### src/rtl/wave_pkg.sv
package wave_pkg;

  typedef enum logic {
    PH_COLLECT = 1'b0,
    PH_EMIT    = 1'b1
  } phase_e;

  function automatic int idx_w(input int n);
    return (n > 1) ? $clog2(n) : 1;
  endfunction

endpackage

### src/rtl/wave_fifo.sv
module wave_fifo #(
  parameter int DW    = 16,
  parameter int DEPTH = 4
) (
  input  logic          clk,
  input  logic          rst_n,
  input  logic          push,
  input  logic [DW-1:0] din,
  input  logic          pop,
  output logic [DW-1:0] dout,
  output logic          empty,
  output logic          full
);
  localparam int PW   = (DEPTH > 1) ? $clog2(DEPTH) : 1;
  localparam int CNTW = $clog2(DEPTH + 1);

  logic [DW-1:0]   mem [DEPTH];
  logic [PW-1:0]   wp_q, wp_d, rp_q, rp_d;
  logic [CNTW-1:0] cnt_q, cnt_d;
  logic            do_push, do_pop;

  assign empty   = (cnt_q == '0);
  assign full    = (cnt_q == CNTW'(DEPTH));
  assign do_push = push && !full;
  assign do_pop  = pop && !empty;
  assign dout    = mem[rp_q];

  always_comb begin
    wp_d  = wp_q;
    rp_d  = rp_q;
    cnt_d = cnt_q;
    if (do_push) wp_d = (wp_q == PW'(DEPTH - 1)) ? '0 : wp_q + 1'b1;
    if (do_pop)  rp_d = (rp_q == PW'(DEPTH - 1)) ? '0 : rp_q + 1'b1;
    case ({do_push, do_pop})
      2'b10:   cnt_d = cnt_q + 1'b1;
      2'b01:   cnt_d = cnt_q - 1'b1;
      default: cnt_d = cnt_q;
    endcase
  end

  always_ff @(posedge clk or negedge rst_n) begin
    if (!rst_n) begin
      wp_q  <= '0;
      rp_q  <= '0;
      cnt_q <= '0;
    end else begin
      wp_q  <= wp_d;
      rp_q  <= rp_d;
      cnt_q <= cnt_d;
    end
  end

  always_ff @(posedge clk) begin
    if (do_push) mem[wp_q] <= din;
  end

endmodule

### src/rtl/wave_tracker.sv
module wave_tracker
  import wave_pkg::*;
#(
  parameter int N_IN  = 4,
  parameter int N_OUT = 4,
  parameter int CW    = 16
) (
  input  logic             clk,
  input  logic             rst_n,
  input  logic [N_IN-1:0]  sync_acc,
  input  logic             dup_seen,
  input  logic [N_OUT-1:0] sync_taken,
  output logic [N_IN-1:0]  marked,
  output logic [N_OUT-1:0] pend,
  output logic             emit,
  output logic [CW-1:0]    cnt,
  output logic             err_dup
);
  phase_e           ph_q, ph_d;
  logic [N_IN-1:0]  mark_q, mark_d;
  logic [N_OUT-1:0] pend_q, pend_d;
  logic [CW-1:0]    cnt_q;
  logic             cnt_en;
  logic             err_q;

  always_comb begin
    ph_d   = ph_q;
    mark_d = mark_q | sync_acc;
    pend_d = pend_q;
    cnt_en = 1'b0;
    case (ph_q)
      PH_COLLECT: begin
        if (&mark_q) begin
          ph_d   = PH_EMIT;
          pend_d = '1;
        end
      end
      PH_EMIT: begin
        pend_d = pend_q & ~sync_taken;
        if (pend_d == '0) begin
          ph_d   = PH_COLLECT;
          mark_d = '0;
          cnt_en = 1'b1;
        end
      end
      default: ph_d = PH_COLLECT;
    endcase
  end

  always_ff @(posedge clk or negedge rst_n) begin
    if (!rst_n) begin
      ph_q   <= PH_COLLECT;
      mark_q <= '0;
      pend_q <= '0;
      err_q  <= 1'b0;
    end else begin
      ph_q   <= ph_d;
      mark_q <= mark_d;
      pend_q <= pend_d;
      err_q  <= dup_seen;
    end
  end

  always_ff @(posedge clk or negedge rst_n) begin
    if (!rst_n)      cnt_q <= '0;
    else if (cnt_en) cnt_q <= cnt_q + 1'b1;
  end

  assign marked  = mark_q;
  assign pend    = pend_q;
  assign emit    = (ph_q == PH_EMIT);
  assign cnt     = cnt_q;
  assign err_dup = err_q;

endmodule

### src/rtl/wave_combiner.sv
module wave_combiner
  import wave_pkg::*;
#(
  parameter int N_IN  = 4,
  parameter int N_OUT = 4,
  parameter int DW    = 16,
  parameter int QD    = 4,
  parameter int CW    = 16,
  localparam int DSTW = idx_w(N_OUT)
) (
  input  logic                 clk,
  input  logic                 rst_n,
  input  logic [N_IN-1:0]      in_valid,
  input  logic [N_IN-1:0]      in_sync,
  input  logic [N_IN*DSTW-1:0] in_dst,
  input  logic [N_IN*DW-1:0]   in_data,
  output logic [N_IN-1:0]      in_ready,
  output logic [N_OUT-1:0]     out_valid,
  output logic [N_OUT-1:0]     out_sync,
  output logic [N_OUT*DW-1:0]  out_data,
  input  logic [N_OUT-1:0]     out_ready,
  output logic                 err_dup,
  output logic [CW-1:0]        superstep
);
  logic [N_IN-1:0]  marked;
  logic [N_OUT-1:0] pend;
  logic             emit;
  logic [N_IN-1:0]  sync_new, sync_dup, data_req, grant;
  logic [N_OUT-1:0] push, pop, q_empty, q_full, sync_taken;
  logic [DW-1:0]    q_din  [N_OUT];
  logic [DW-1:0]    q_dout [N_OUT];

  always_comb begin
    sync_new = in_valid & in_sync & ~marked & {N_IN{~emit}};
    sync_dup = in_valid & in_sync & marked & {N_IN{~emit}};
    data_req = in_valid & ~in_sync & ~marked & {N_IN{~emit}};
  end

  always_comb begin : arb
    logic seen;
    grant = '0;
    push  = '0;
    seen  = 1'b0;
    for (int j = 0; j < N_OUT; j++) begin
      q_din[j] = '0;
      seen     = 1'b0;
      for (int i = 0; i < N_IN; i++) begin
        if (!seen && data_req[i] && (in_dst[i*DSTW +: DSTW] == DSTW'(j))) begin
          seen = 1'b1;
          if (!q_full[j]) begin
            grant[i] = 1'b1;
            push[j]  = 1'b1;
            q_din[j] = in_data[i*DW +: DW];
          end
        end
      end
    end
  end

  assign in_ready = grant | sync_new | sync_dup;

  for (genvar j = 0; j < N_OUT; j++) begin : g_out
    wave_fifo #(
      .DW   (DW),
      .DEPTH(QD)
    ) u_q (
      .clk  (clk),
      .rst_n(rst_n),
      .push (push[j]),
      .din  (q_din[j]),
      .pop  (pop[j]),
      .dout (q_dout[j]),
      .empty(q_empty[j]),
      .full (q_full[j])
    );
    assign pop[j]                = out_ready[j] && !q_empty[j];
    assign sync_taken[j]         = out_ready[j] && q_empty[j] && pend[j];
    assign out_valid[j]          = !q_empty[j] || pend[j];
    assign out_sync[j]           = q_empty[j] && pend[j];
    assign out_data[j*DW +: DW]  = q_empty[j] ? '0 : q_dout[j];
  end

  wave_tracker #(
    .N_IN (N_IN),
    .N_OUT(N_OUT),
    .CW   (CW)
  ) u_trk (
    .clk       (clk),
    .rst_n     (rst_n),
    .sync_acc  (sync_new),
    .dup_seen  (|sync_dup),
    .sync_taken(sync_taken),
    .marked    (marked),
    .pend      (pend),
    .emit      (emit),
    .cnt       (superstep),
    .err_dup   (err_dup)
  );

endmodule

### config.mk
export PLATFORM = sky130hd
export DESIGN_NAME = wave_combiner
export DESIGN_NICKNAME = d
export VERILOG_FILES = /design/src/rtl/wave_pkg.sv /design/src/rtl/wave_fifo.sv /design/src/rtl/wave_tracker.sv /design/src/rtl/wave_combiner.sv
export SDC_FILE = /design/constraint.sdc
export NUM_CORES = 1
export LEC_CHECK = 0
export ABC_CLOCK_PERIOD_IN_PS = 8100
export BUFFER_PORTS_ARGS = -buffer_cell sky130_fd_sc_hd__buf_2
export CORE_MARGIN = 2
export CORE_UTILIZATION = 30
export CTS_CLUSTER_SIZE = 10
export DETAILED_ROUTE_END_ITERATION = 8
export REMOVE_ABC_BUFFERS = 1
export SLEW_MARGIN = 10
export SYNTH_ARGS = -nofsm -noshare
export SYNTH_HDL_FRONTEND = slang
export SYNTH_HIERARCHICAL = 1
export SYNTH_SLANG_ARGS = --single-unit
### constraint.sdc
create_clock -name clk -period 8.1 [get_ports clk]
set_input_delay 0.81 -clock clk [delete_from_list [all_inputs] [get_ports clk]]
set_output_delay 0.81 -clock clk [all_outputs]
set_load 0.03 [all_outputs]
==> results of run 1 <==
==> cell families after synthesis <==
| kind of cell | count (synthesis) | share of synthesized area (%) |
|---|---|---|
| XOR/XNOR | 27 | 1.51 |
| adder cells (fa/ha/maj) | 29 | 2.51 |
| multiplexers | 85 | 11.2 |
| flip-flops | 310 | 57.8 |
| AO/OA/AOI/OAI | 177 | 7.76 |
| AND/OR/NAND/NOR | 448 | 15.8 |
| buffers and inverters | 106 | 3.44 |
==> synth_stat cells, drive strengths merged, types with 20 or more instances <==
cell	instances	area [um2]
nand2	89	334
inv	34	128
clkbuf	25	98.8
buf	47	312
o21ai	31	155
nand3	26	130
ha	25	313
dfrtp	54	1350
a21o	31	233
xor2	22	193
nor2b	71	449
mux4	64	1500
a21oi	34	170
nor2	117	444
or3	23	145
a31oi	20	125
nor3	21	126
edfxtp	256	7690
==> registers in the layout, summed over array words and instances, names as in the netlist <==
name,cells
g_out.u_q/mem,256
g_out.u_q/rp_q,8
u_trk/emit,1
u_trk/pend,4
u_trk/err_dup,1
g_out.u_q/wp_q,8
g_out.u_q/cnt_q,12
u_trk/cnt,16
u_trk/marked,4
==> power groups by stage <==
stage	sequential (mW)	clock, mW	combinational (mW)
2_1_floorplan	2.12	0	1.42
3_3_place_gp	2.18	0	2.06
3_5_place_dp	2.19	0	2.09
4_1_cts	2.16	1.68	2.11
5_1_grt	2.19	1.75	2.25
6_report	2.16	1.64	2.10
==> final cells by class <==
| cell class | instances | area (um2) |
|---|---|---|
| fill | 4992 | 33100 |
| sequential | 310 | 9040 |
| multi-input combinational | 766 | 6120 |
| clock buffer | 64 | 1090 |
| timing repair buffer | 191 | 988 |
| tap | 680 | 851 |
| inverter | 34 | 128 |
| clock inverter | 8 | 105 |
| antenna | 8 | 20.0 |
==> cells in the final DEF, fill, tap and decap left out, types with 18 or more instances in the layout <==
cell / Yosys / layout
nor2b_1: 69 / 69
nand3_1: 26 / 26
o21ai_0: 22 / 22
xor2_1: 22 / 22
a211oi_1: 18 / 18
a31oi_1: 20 / 20
a21oi_1: 34 / 34
inv_1: 34 / 34
ha_1: 25 / 25
a21o_1: 31 / 31
nor2_1: 115 / 115
buf_2: 28 / 178
edfxtp_1: 256 / 256
nand2_1: 89 / 89
or3_1: 22 / 22
mux4_2: 48 / 48
dfrtp_1: 54 / 53
clkbuf_16: 0 / 40
clkbuf_1: 23 / 24
==> routing by layer <==
| metal | part of all wire (%) | vias to the layer above | wire length (um) |
|---|---|---|---|
| met4 | 2.1 | 24 | 983 |
| met2 | 43 | 516 | 20800 |
| met5 | 0.29 | - | 139 |
| met1 | 43 | 5461 | 20700 |
| li1 | - | 4779 | - |
| met3 | 11 | 86 | 5340 |
==> how the worst max path moves through the flow <==
stage / depth (start not counted) / start / slack [ns] / to
5_1_grt: 5 / u_trk/emit$_DFF_PN0_ / 3.24 / in_ready[3]
3_5_place_dp: 6 / in_sync[0] / 3.81 / in_ready[3]
4_1_cts: 5 / u_trk/emit$_DFF_PN0_ / 3.52 / in_ready[3]
2_1_floorplan: 4 / in_sync[1] / 3.82 / in_ready[3]
3_3_place_gp: 6 / in_sync[0] / 3.90 / in_ready[3]
6_report: 5 / u_trk/emit$_DFF_PN0_ / 3.46 / in_ready[3]
==> worst reg2reg max path, stage by stage, from the launching register on <==
cell,delay (ns)
dfrtp_1,0.62
or4b_1,0.83
nor2_2,0.75
a31oi_1,0.09
a31oi_1,0.16
nor2b_2,0.32
and2_1,0.81
==> flow_metrics.env, run 1 <==
export IMPL_outcome="finished clean"
export IMPL_cts_resized=0
export IMPL_finalSetupViolCount=0
export IMPL_hpwl_um=33900
export IMPL_busiest_layer="met2"
export IMPL_syn_area_um2=15600
export IMPL_synth_warnings=6
export IMPL_relSlewSlack_pct=21.5
export IMPL_cts_tree="yes"
export IMPL_place_inst=1981
export IMPL_ff2ff_setup_slack_ns=4.12
export IMPL_fp_row_count=83
export IMPL_final_min_clock_period_ns=4.64
export IMPL_cts_sinks=310
export IMPL_portBuffers=178
export IMPL_p_sw_share_pct=37.4
export IMPL_cts_inserted_buffers=39
export IMPL_die_area_um2=54000
export IMPL_syn_to_final_growth_pct=17.3
export IMPL_wl_per_cell_um=23.2
export IMPL_fmax_ghz=0.215
export IMPL_holdWs_ns=0.428
export IMPL_via_per_inst=5.27
export IMPL_finalCritPeriodShare_pct=57.3
export IMPL_netlist_instances=1182
export IMPL_final_area_um2=18300
export IMPL_path_cells="or4b_4 -> nor3_4 -> or4_1 -> nand4b_1 -> buf_2"
export IMPL_ys_seq_area_share_pct=57.8
export IMPL_antenna_found_initial=21
export IMPL_hold_path_class="input port to async pin"
export IMPL_max_cap_violations=0
export IMPL_drt_iter0_markers=1270
export IMPL_p_per_area_nw_per_um2=321
export IMPL_rsz0062_at_grt="false"
export IMPL_ys_types=77
export IMPL_fin_skew_ns=0.0181
export IMPL_grt_max_degree=55
export IMPL_r2r_start="u_trk/emit$_DFF_PN0_"
export IMPL_cts_setup_buffers=0
export IMPL_vias=10866
export IMPL_pre_cts_slack_ns=3.81
export IMPL_dieHeight_um=232
export IMPL_core_um2=51400
export IMPL_worst_ep_required_time_ns=7.29
export IMPL_worstMarginPinSlew_ns=1.17
export IMPL_synth_enable_flop_cells=256
export IMPL_ctsHtreeMaxLevel=2
export IMPL_setup_slack_ns=3.46
export IMPL_drt_pass1_iterations=7
export IMPL_path_class="flip-flop to output port"
export IMPL_grt_overflow=0
export IMPL_crit_family="simple AND/OR/NAND/NOR gates"
export IMPL_grtUsageMet2_pct=25.3
export IMPL_cp_arrival_ns=3.83
export IMPL_slowest_delay_ns=0.91
export IMPL_synthArstFlopShare_pct=17.4
export IMPL_ios=179
export IMPL_clock_latency_ns=0.55
export IMPL_p_seq_share_pct=36.6
export IMPL_grt_usage_pct=17.4
export IMPL_p_switching_mw=2.21
export IMPL_drv_slew=0
export IMPL_grt_util_met3_pct=6.25
export IMPL_wirelength_um=47900
export IMPL_startpoint_type="flip-flop"
export IMPL_ant_nets=0
export IMPL_internal_power_mw=3.69
export IMPL_p_comb_share_pct=35.6
export IMPL_finalHoldViolCount=0
export IMPL_r2r_cells=6
export IMPL_r2r_end="g_out[3].u_q/mem[1][5]$_DFFE_PP_"
export IMPL_grt_pass1_wl_um=68800
export IMPL_pwr_share_clk_pct=27.8
export IMPL_first_global_vias=10289
export IMPL_leakage_nw=7.00
export IMPL_final_util_pct=35.7
export IMPL_avgSynthCellArea_um2=13.2
export IMPL_finalNonFillerCells=2061
export IMPL_cts_root_buf="clkbuf_16"
export IMPL_power_total_mw=5.89
export IMPL_nNetsFinal=1457
export IMPL_clkSlewWorstSetupHoldPaths_ns=0.06
export IMPL_ctsHoldBuffers=0
export IMPL_layout_drive_gt1_share_pct=25.4
export IMPL_synth_seq_cells=310
export IMPL_crit_path_top_delay_cell="or4_1"
export IMPL_synth_main_ff_cell="edfxtp_1"
export IMPL_die_width_um=232
export IMPL_cp_max_fo=32
export IMPL_initial_core_util_pct=30.4
export IMPL_tns_ns=0
export IMPL_place_congestion=0.891
export IMPL_grtUsageMet1_pct=24.6
export IMPL_place_area_um2=17100
export IMPL_clockBufferDepth=3
export IMPL_endpoint_kind="output port"
export IMPL_peakVddDrop_mv=0.166
export IMPL_drc=0
export IMPL_crit_buf_inv=1
Note: power is estimated with default switching activity, not from simulation.
==> run 2: changes to the inputs <==
Settings changed: ABC_CLOCK_PERIOD_IN_PS 8100 to 4700.
Clock period 8.1 ns to 4.7 ns, I/O delays scaled along.
==> run 2 against run 1 <==
First-iteration DRC count down 6.4%. Routed wire length fell by 1.1%. Via count grew 0.17%. Design area is 0.23% higher. Non-clock buffer count rose by 7. Worst hold slack got worse by 0.35 ns. Core utilization grew 0.080 points. Critical path type unchanged. Largest power group unchanged. Highest routed layer unchanged.
==> flow_metrics.env, run 2 (same netlist as run 1, synthesis figures left out) <==
export IMPL_p_sw_share_pct=37.2
export IMPL_tns_ns=0
export IMPL_syn_to_final_growth_pct=17.6
export IMPL_finalSetupViolCount=0
export IMPL_portBuffers=178
export IMPL_ctsHtreeMaxLevel=2
export IMPL_outcome="finished clean"
export IMPL_final_common_cell="edfxtp_1"
export IMPL_r2r_end="g_out[1].u_q/mem[3][10]$_DFFE_PP_"
export IMPL_hpwl_um=33800
export IMPL_worst_ep_required_time_ns=4.23
export IMPL_ff2ff_setup_slack_ns=1.05
export IMPL_p_switching_mw=3.74
export IMPL_cts_resized=0
export IMPL_cts_root_buf="clkbuf_16"
export IMPL_cts_inserted_buffers=40
export IMPL_grt_pass1_wl_um=68400
export IMPL_max_cap_violations=0
export IMPL_path_cells="or4b_1 -> o32ai_1 -> nor4_4 -> nor2_1 -> nand4b_1 -> buf_2"
export IMPL_cp_max_fo=19
export IMPL_holdWs_ns=0.0813
export IMPL_p_per_area_nw_per_um2=546
export IMPL_antenna_found_initial=26
export IMPL_relSlewSlack_pct=21.8
export IMPL_clockBufferDepth=3
export IMPL_finalHoldViolCount=0
export IMPL_largest_reg_flops=256
export IMPL_slowest_delay_ns=0.98
export IMPL_rsz0062_at_grt="false"
export IMPL_leakage_nw=7.02
export IMPL_cts_tree="yes"
export IMPL_final_min_clock_period_ns=4.21
export IMPL_p_comb_share_pct=35.5
export IMPL_pwr_share_clk_pct=27.6
export IMPL_place_congestion=0.911
export IMPL_via_per_inst=5.26
export IMPL_cts_sinks=310
export IMPL_drt_pass1_iterations=5
export IMPL_wirelength_um=47400
export IMPL_die_area_um2=54000
export IMPL_wl_per_cell_um=22.9
export IMPL_r2r_start="u_trk/emit$_DFF_PN0_"
export IMPL_ctsHoldBuffers=0
export IMPL_dieHeight_um=232
export IMPL_finalCritPeriodShare_pct=89.5
export IMPL_crit_path_top_delay_cell="nor4_4"
export IMPL_mostFrequentLayoutCells="edfxtp_1 (256), buf_2 (178), nor2_1 (115), nand2_1 (89), nor2b_1 (69)"
export IMPL_r2r_cells=6
export IMPL_drc=0
export IMPL_first_global_vias=10259
export IMPL_largest_register="g_out.u_q/mem"
export IMPL_path_class="flip-flop to output port"
export IMPL_place_inst=1988
export IMPL_crit_buf_inv=1
export IMPL_die_width_um=232
export IMPL_ant_nets=0
export IMPL_endpoint_kind="output port"
export IMPL_initial_core_util_pct=30.4
export IMPL_peakVddDrop_mv=0.441
export IMPL_grt_overflow=0
export IMPL_fin_skew_ns=0.0198
export IMPL_grt_usage_pct=17.3
export IMPL_crit_family="simple AND/OR/NAND/NOR gates"
export IMPL_core_um2=51400
export IMPL_fp_row_count=83
export IMPL_power_total_mw=10.0
export IMPL_clock_latency_ns=0.55
export IMPL_startpoint_type="flip-flop"
export IMPL_drt_iter0_markers=1189
export IMPL_fmax_ghz=0.238
export IMPL_nNetsFinal=1465
export IMPL_p_seq_share_pct=36.9
export IMPL_finalNonFillerCells=2071
export IMPL_ios=179
export IMPL_layout_drive_gt1_share_pct=25.8
export IMPL_vias=10884
export IMPL_drv_slew=0
export IMPL_grt_max_degree=55
export IMPL_cts_setup_buffers=0
export IMPL_cp_arrival_ns=3.74
export IMPL_worstMarginPinSlew_ns=1.17
export IMPL_hold_path_class="input port to async pin"
export IMPL_clkSlewWorstSetupHoldPaths_ns=0.05
export IMPL_internal_power_mw=6.31
## run 2: worst max path at each step
stage                         startpoint                           endpoint  slack, ns  cells after the start
floorplan           u_trk/emit$_DFF_PN0_                        in_ready[3]       1.01                      4
global placement    u_trk/emit$_DFF_PN0_  g_out[1].u_q/mem[1][15]$_DFFE_PP_       1.13                      6
detailed placement  u_trk/emit$_DFF_PN0_   g_out[1].u_q/mem[3][3]$_DFFE_PP_       1.07                      6
CTS                 u_trk/emit$_DFF_PN0_                        in_ready[2]       0.62                      6
global route        u_trk/emit$_DFF_PN0_                        in_ready[2]       0.42                      6
finish              u_trk/emit$_DFF_PN0_                        in_ready[3]       0.49                      6
## run 2: layout make-up
| type | count | area [um2] |
|---|---|---|
| diodes | 16 | 40.0 |
| clock buffers | 56 | 1080 |
| clock inverters | 11 | 83.8 |
| fillers | 4980 | 33000 |
| inverters | 34 | 128 |
| multi-input cells | 766 | 6120 |
| flip-flops and latches | 310 | 9040 |
| well taps | 680 | 851 |
| repair buffers | 198 | 1040 |
## run 2: stage by stage
step,util [%],worst slack [ns],area (um2)
2_1_floorplan,-,1.01,15200
3_3_place_gp,33.4,1.13,17200
3_5_place_dp,33.4,1.07,17200
4_1_cts,35.7,0.617,18300
5_1_grt,35.7,0.424,18400
6_report,35.8,0.492,18400
## run 2: power groups by stage
stage / Combinational (mW) / Sequential [mW] / Clock (mW)
3_3_place_gp: 3.54 / 3.75 / 0
6_report: 3.57 / 3.70 / 2.77
5_1_grt: 3.84 / 3.76 / 2.95
2_1_floorplan: 2.45 / 3.65 / 0
3_5_place_dp: 3.58 / 3.77 / 0
4_1_cts: 3.61 / 3.72 / 2.85
## run 2: metal layers
layer  vias to the layer above  global-route usage, %  share of wire (%)
li1                       4803                      -                  -
met1                      5467                   24.2                 43
met2                       496                   25.5                 43
met3                       102                   5.59                 11
met4                        16                   4.71                2.2
met5                         -                      0               0.21
